File: config.mk
export PLATFORM = sky130hd
export DESIGN_NAME = raster_pixel_engine
export DESIGN_NICKNAME = d
export VERILOG_FILES = /design/src/rtl/rpe_pkg.sv /design/src/rtl/raster_counter.sv /design/src/rtl/fetch_ctrl.sv /design/src/rtl/pixel_shifter.sv /design/src/rtl/raster_pixel_engine.sv
export SDC_FILE = /design/constraint.sdc
export NUM_CORES = 1
export LEC_CHECK = 0
export BUFFER_PORTS_ARGS = -buffer_cell sky130_fd_sc_hd__buf_2
export CAP_MARGIN = 20
export CORE_ASPECT_RATIO = 1.1
export CORE_MARGIN = 2
export CORE_UTILIZATION = 45
export DETAILED_ROUTE_END_ITERATION = 6
export HOLD_SLACK_MARGIN = 0.02
export PLACE_DENSITY = 0.77
export SYNTH_ARGS = -nofsm -noshare
export SYNTH_HDL_FRONTEND = slang
export SYNTH_SLANG_ARGS = --single-unit
File: constraint.sdc
create_clock -name clk -period 1.7 [get_ports clk]
set_input_delay 0.34 -clock clk [delete_from_list [all_inputs] [get_ports clk]]
set_output_delay 0.34 -clock clk [all_outputs]
set_load 0.01 [all_outputs]
File: src/rtl/rpe_pkg.sv
package rpe_pkg;
  localparam int SLOT_W       = 3;              // 8 clocks per memory slot
  localparam int FETCH_PHASE  = 0;
  localparam int CAPTURE_PHASE = 4;
endpackage

File: src/rtl/raster_counter.sv
module raster_counter #(
  parameter int LINE_CYCLES = 1024,
  parameter int TOTAL_LINES = 312,
  parameter int HSYNC_LEN   = 75,
  localparam int HW = $clog2(LINE_CYCLES),
  localparam int VW = $clog2(TOTAL_LINES)
) (
  input  logic          clk,
  input  logic          rst,
  output logic [HW-1:0] h_o,
  output logic [VW-1:0] v_o,
  output logic          hsync_o,
  output logic          vsync_o
);
  logic [HW-1:0] h_q;
  logic [VW-1:0] v_q;

  always_ff @(posedge clk) begin
    if (rst) begin
      h_q <= '0; v_q <= '0; hsync_o <= 1'b0; vsync_o <= 1'b0;
    end else begin
      hsync_o <= int'(h_q) < HSYNC_LEN;
      vsync_o <= (v_q == '0);
      if (int'(h_q) == LINE_CYCLES - 1) begin
        h_q <= '0;
        v_q <= (int'(v_q) == TOTAL_LINES - 1) ? '0 : v_q + 1'b1;
      end else begin
        h_q <= h_q + 1'b1;
      end
    end
  end

  assign h_o = h_q;
  assign v_o = v_q;

  a_r2_wrap: assert property (@(posedge clk) disable iff (rst)
    int'(h_q) == LINE_CYCLES - 1 |=> h_q == '0);
  a_r2_step: assert property (@(posedge clk) disable iff (rst)
    int'(h_q) != LINE_CYCLES - 1 |=> h_q == $past(h_q) + 1'b1);
endmodule

File: src/rtl/fetch_ctrl.sv
module fetch_ctrl
  import rpe_pkg::*;
#(
  parameter int HW          = 10,
  parameter int VW          = 9,
  parameter int FETCH_START = 256,
  parameter int ACTIVE_W    = 640,
  parameter int FRAME_TOP   = 0,
  parameter int FRAME_LINES = 256,
  parameter int ADDR_W      = 16,
  parameter int COL_W       = 7,
  parameter logic [ADDR_W-1:0] BASE_ADDR = '0,
  localparam int ROW_W = ADDR_W - COL_W
) (
  input  logic             clk,
  input  logic             rst,
  input  logic [HW-1:0]    h_i,
  input  logic [VW-1:0]    v_i,
  input  logic             nmi_i,
  input  logic             gap_i,
  output logic             ram_rd_o,
  output logic [ROW_W-1:0] ram_row_o,
  output logic [COL_W-1:0] ram_col_o,
  output logic             cap_o
);
  logic [ADDR_W-1:0] addr_q;
  logic              pend_q;
  logic              in_win, in_frame, access;

  always_comb begin
    in_win   = int'(h_i) >= FETCH_START && int'(h_i) < FETCH_START + ACTIVE_W;
    in_frame = int'(v_i) >= FRAME_TOP && int'(v_i) < FRAME_TOP + FRAME_LINES;
    access   = (int'(h_i[SLOT_W-1:0]) == FETCH_PHASE) && in_win && in_frame
               && !nmi_i && !gap_i;
    cap_o    = pend_q && (int'(h_i[SLOT_W-1:0]) == CAPTURE_PHASE);
  end

  always_ff @(posedge clk) begin
    if (rst) begin
      addr_q <= BASE_ADDR; pend_q <= 1'b0; ram_rd_o <= 1'b0;
      ram_row_o <= '0; ram_col_o <= '0;
    end else begin
      ram_rd_o <= access;
      if (access) begin
        ram_row_o <= addr_q[ADDR_W-1:COL_W];
        ram_col_o <= addr_q[COL_W-1:0];
      end
      if (h_i == '0 && v_i == '0) addr_q <= BASE_ADDR;
      else if (access)            addr_q <= addr_q + 1'b1;
      if (access)     pend_q <= 1'b1;
      else if (cap_o) pend_q <= 1'b0;
    end
  end

  a_r4_slot: assert property (@(posedge clk) disable iff (rst)
    ram_rd_o |-> h_i[SLOT_W-1:0] == 3'd1);
  a_r10_nmi_block: assert property (@(posedge clk) disable iff (rst)
    nmi_i |=> !ram_rd_o);
endmodule

File: src/rtl/pixel_shifter.sv
module pixel_shifter #(
  parameter int HW        = 10,
  parameter int BUF_DEPTH = 8,
  parameter int SCALE_W   = 2,
  localparam int IW = $clog2(BUF_DEPTH),
  localparam int CW = SCALE_W + 1
) (
  input  logic                 clk,
  input  logic                 rst,
  input  logic [HW-1:0]        h_i,
  input  logic [SCALE_W-1:0]   scale_i,
  input  logic                 cap_i,
  input  logic [BUF_DEPTH-1:0] data_i,
  input  logic                 gap_i,
  output logic                 colour_o
);
  logic [BUF_DEPTH-1:0] hold_q, buf_q;
  logic                 have_q, run_q, load;
  logic [IW-1:0]        idx_q;
  logic [CW-1:0]        line_rep_q, run_rep_q, cnt_q;

  assign load = !run_q && have_q;

  always_ff @(posedge clk) begin
    if (rst) begin
      hold_q <= '0; buf_q <= '0; have_q <= 1'b0; run_q <= 1'b0;
      idx_q <= '0; cnt_q <= CW'(1); line_rep_q <= CW'(1); run_rep_q <= CW'(1);
      colour_o <= 1'b0;
    end else begin
      if (h_i == '0) line_rep_q <= CW'(scale_i) + 1'b1;
      if (cap_i) hold_q <= data_i;
      if (cap_i)     have_q <= 1'b1;
      else if (load) have_q <= 1'b0;

      if (load) begin
        buf_q <= hold_q; idx_q <= '0; cnt_q <= line_rep_q;
        run_rep_q <= line_rep_q; run_q <= 1'b1; colour_o <= 1'b0;
      end else if (run_q && !gap_i) begin
        colour_o <= buf_q[BUF_DEPTH-1-int'(idx_q)];
        if (cnt_q == CW'(1)) begin
          cnt_q <= run_rep_q;
          if (int'(idx_q) == BUF_DEPTH - 1) begin
            run_q <= 1'b0; idx_q <= '0;
          end else begin
            idx_q <= idx_q + 1'b1;
          end
        end else begin
          cnt_q <= cnt_q - 1'b1;
        end
      end else begin
        colour_o <= 1'b0;
      end
    end
  end

  a_r9_gap_blank: assert property (@(posedge clk) disable iff (rst)
    gap_i |=> !colour_o);
  a_r8_hold_pixel: assert property (@(posedge clk) disable iff (rst)
    run_q && !gap_i && cnt_q != CW'(1) |=> $stable(idx_q));
endmodule

File: src/rtl/raster_pixel_engine.sv
module raster_pixel_engine #(
  parameter int LINE_CYCLES = 1024,
  parameter int TOTAL_LINES = 312,
  parameter int HSYNC_LEN   = 75,
  parameter int FETCH_START = 256,
  parameter int ACTIVE_W    = 640,
  parameter int FRAME_TOP   = 0,
  parameter int FRAME_LINES = 256,
  parameter int ADDR_W      = 16,
  parameter int COL_W       = 7,
  parameter logic [ADDR_W-1:0] BASE_ADDR = 16'h3000,
  parameter int SCALE_W     = 2,
  parameter int BUF_DEPTH   = 8,
  localparam int HW    = $clog2(LINE_CYCLES),
  localparam int VW    = $clog2(TOTAL_LINES),
  localparam int ROW_W = ADDR_W - COL_W
) (
  input  logic               clk,
  input  logic               rst,
  input  logic [SCALE_W-1:0] scale_i,
  input  logic               row_gap_i,
  input  logic               nmi_i,
  input  logic [7:0]         ram_data_i,
  output logic               hsync_o,
  output logic               vsync_o,
  output logic               ram_rd_o,
  output logic [ROW_W-1:0]   ram_row_o,
  output logic [COL_W-1:0]   ram_col_o,
  output logic               colour_o
);
  logic [HW-1:0] h;
  logic [VW-1:0] v;
  logic          cap;

  raster_counter #(.LINE_CYCLES(LINE_CYCLES), .TOTAL_LINES(TOTAL_LINES),
                   .HSYNC_LEN(HSYNC_LEN)) u_cnt (
    .clk(clk), .rst(rst), .h_o(h), .v_o(v),
    .hsync_o(hsync_o), .vsync_o(vsync_o));

  fetch_ctrl #(.HW(HW), .VW(VW), .FETCH_START(FETCH_START), .ACTIVE_W(ACTIVE_W),
               .FRAME_TOP(FRAME_TOP), .FRAME_LINES(FRAME_LINES),
               .ADDR_W(ADDR_W), .COL_W(COL_W), .BASE_ADDR(BASE_ADDR)) u_fetch (
    .clk(clk), .rst(rst), .h_i(h), .v_i(v), .nmi_i(nmi_i), .gap_i(row_gap_i),
    .ram_rd_o(ram_rd_o), .ram_row_o(ram_row_o), .ram_col_o(ram_col_o),
    .cap_o(cap));

  pixel_shifter #(.HW(HW), .BUF_DEPTH(BUF_DEPTH), .SCALE_W(SCALE_W)) u_pix (
    .clk(clk), .rst(rst), .h_i(h), .scale_i(scale_i), .cap_i(cap),
    .data_i(ram_data_i[BUF_DEPTH-1:0]), .gap_i(row_gap_i), .colour_o(colour_o));
endmodule

==> flow_metrics.tcl <==
set metrics [dict create \
    clk_path_buf_depth 2 \
    netlist_instances 438 \
    utilization 0.5856 \
    rsz0062_at_grt "yes" \
    syn_area_sq_um 3794 \
    final_nets 528 \
    cts_made_buffers 9 \
    start_util 0.4584 \
    cts_root_buffer "clkbuf_8" \
    worstMarginPinSlew_ns 0.7540 \
    track_usage 0.1866 \
    synth_top_area_cell "dfxtp_1" \
    clk_pin_slew_ns 0.10 \
    fmax_mhz 559.7 \
    die_h_um 100.3 \
    dpl-instance-area_sq_um 4323 \
    power.leakage_nw 1.889 \
    synth_cell_type_count 47 \
    max_cap_violations 0 \
    multi_input_area_sq_um 2145 \
    whs_ns 0.2014 \
    drv_slew 0 \
    powerDensity_nw_per_um2 740.0 \
    yosys-top-cells-area "dfxtp_1 45%, mux2i_1 6.1%, nand2_1 6.0%" \
    crit_path_start_kind "register" \
    required_ns 1.99 \
    synthArstFlopShare 0 \
    layout-drive-gt1-share 0.2809 \
    wl_per_cell_um 14.47 \
    syn_area_per_cell_sq_um 8.661 \
    period_needed_ns 1.787 \
    violations "negative setup slack" \
    drtIter0Drc 140 \
    ys.flop_type "dfxtp_1" \
    yosysWarningCount 0 \
    htree_levels 3 \
    remaining_drc_errors 0 \
    via_count 3494 \
    synth_edf_count 0 \
    die_w_um 91.55 \
    seq_area_frac_synth 0.4538 \
    cts.sinks 86 \
    gp_congestion 0.9244 \
    netlist_top_cells_count "86 x dfxtp_1, 61 x nand2_1, 42 x a21oi_1" \
    grt_pass1_vias 3211 \
    setup_viol 25 \
    worstHoldPathType "primary input to register" \
    fp-row-count 35 \
    core_area_sq_um 8277 \
    cts_tree "done" \
    yosys.area.top_type_share 0.4538 \
    die_area_sq_um 9182 \
    ant_nets 0 \
    status "finished, violations left" \
    cts_hold_buf 0 \
    vias_per_cell 5.626 \
    fin_crit_sh 1.051 \
    syn-num-nets 462 \
    crit_type "register to register" \
    nFillCells 699 \
    grt-ovfl-total 0 \
    relSlewSlack 0.4968 \
    grt_pass1_wl_um 14060 \
    cp_max_fo 6 \
    worstSkewPairLatency_ns 0.37 \
    synth.most_common_cell "dfxtp_1" \
    critPathArrivalTime_ns 2.07 \
    max-vdd-ir-drop_v 0.0005198 \
    detail_route.first_pass.iterations 5 \
    grt_max_degree 25 \
    pin_count 34 \
    areaGrowthSynthToFinish_pct 27.77 \
    synth_seq_cells 86 \
    fin_skew_ns 0.01120 \
    io_buffers 33 \
    antenna_found_initial 1 \
    fin_area_sq_um 4847 \
    regArea_sq_um 1730 \
    setup_ws_ns -0.08656 \
    place_hpwl_um 5949 \
    drt_wl_total_um 8984 \
    post-place-ws_ns -0.09300 \
    cp-end-kind "register" \
    finalHoldViolCount 0 \
]
==> area by class of cell <==
| type | instances | share of cell area |
|---|---|---|
| sequential | 86 | 0.3570 |
| multi-input combinational | 315 | 0.4424 |
| antenna | 1 | 0.0005163 |
| tap | 111 | 0.02865 |
| timing repair buffer | 80 | 0.1234 |
| inverter | 12 | 0.009809 |
| clock inverter | 7 | 0.01265 |
| clock buffer | 9 | 0.02556 |
==> placed cells by master, fill, tap and decap left out, types with 5 or more instances in the layout <==
cell type   n
ha_1        8
buf_4      40
buf_2      33
nand4_1    10
and3_1      5
nand3_1    16
inv_1      10
a21oi_2     6
nand4b_1    6
mux2i_1    22
a21oi_1    36
nor3_1     13
o21ai_0     8
clkbuf_8    9
nor2_1     40
nand2_1    61
xor2_1      5
dfxtp_1    81
nor4_1      6
==> per-layer routing <==
layer	vias to the layer above	track usage	share of wire
li1	1701	-	-
met1	1639	0.2183	0.41
met2	126	0.3320	0.51
met3	28	0.04580	0.050
met4	0	0.06643	0.028
met5	-	0	0
==> cell families (layout without fill, tap and decap cells) <==
group,Yosys count,after routing,synth area share
and+or+nand+nor,192,192,0.2507
DFF,86,86,0.4538
AOI/OAI and AO/OA,78,78,0.1276
buffers and inverters,37,108,0.03859
muxes,26,26,0.07553
adders and majority gates,10,10,0.03298
xor gates and xnor gates,9,9,0.02078
other,0,1,0
==> worst max-delay path, cell delays in order (launching register included) <==
cell	delay, ns
dfxtp_4	0.38
inv_4	0.06
ha_4	0.12
nor2b_4	0.14
nand4_1	0.18
buf_4	0.22
clkbuf_16	0.16
or3_1	0.30
a21oi_1	0.15
==> sequential cells by signal, summed over array words and instances (netlist names), 3 cells and up <==
| signal | count |
|---|---|
| u_pix.buf_q | 8 |
| u_fetch.addr_q | 16 |
| u_pix.line_rep_q | 3 |
| u_pix.idx_q | 3 |
| u_pix.cnt_q | 3 |
| u_fetch.ram_row_o | 9 |
| u_cnt.h_o | 10 |
| u_cnt.v_o | 9 |
| u_pix.hold_q | 8 |
| u_pix.run_rep_q | 3 |
| u_fetch.ram_col_o | 7 |
==> final timing paths <==
check	from	to	slack [ns]	cells after the start
setup / recovery	u_cnt.h_o[1]$_SDFF_PP0_	u_fetch.addr_q[2]$_SDFFE_PP0P_	-0.09	8
hold / removal	ram_data_i[7]	u_pix.hold_q[7]$_SDFFE_PP0P_	0.20	3
setup reg to reg	u_cnt.h_o[1]$_SDFF_PP0_	u_fetch.addr_q[2]$_SDFFE_PP0P_	-0.09	8
hold reg to reg	u_pix.buf_q[3]$_SDFFE_PP0N_	u_pix.buf_q[3]$_SDFFE_PP0N_	0.46	2
==> per-stage QoR <==
step,power (mW),setup TNS (ns),std cells
finish,3.587,-0.8154,621
global route,3.718,-3.372,621
CTS,3.603,-0.03300,612
detailed placement,2.249,-0.2729,596
global placement,2.244,-0.03706,596
floorplan,2.169,-0.05940,438
==> power by group <==
part           total [mW]  switching, mW  internal, mW
sequential           2.04         0.0148          2.03
combinational       0.179         0.0922        0.0872
clock                1.36          0.802         0.561
==> timing repair <==
action,CTS,global route
gates resized for setup,12,35
setup buffers,0,5
gates cloned,0,3
pin swaps,1,25
endpoints found under the setup margin,10,22
No activity file was read; power rests on OpenSTA's default activity.
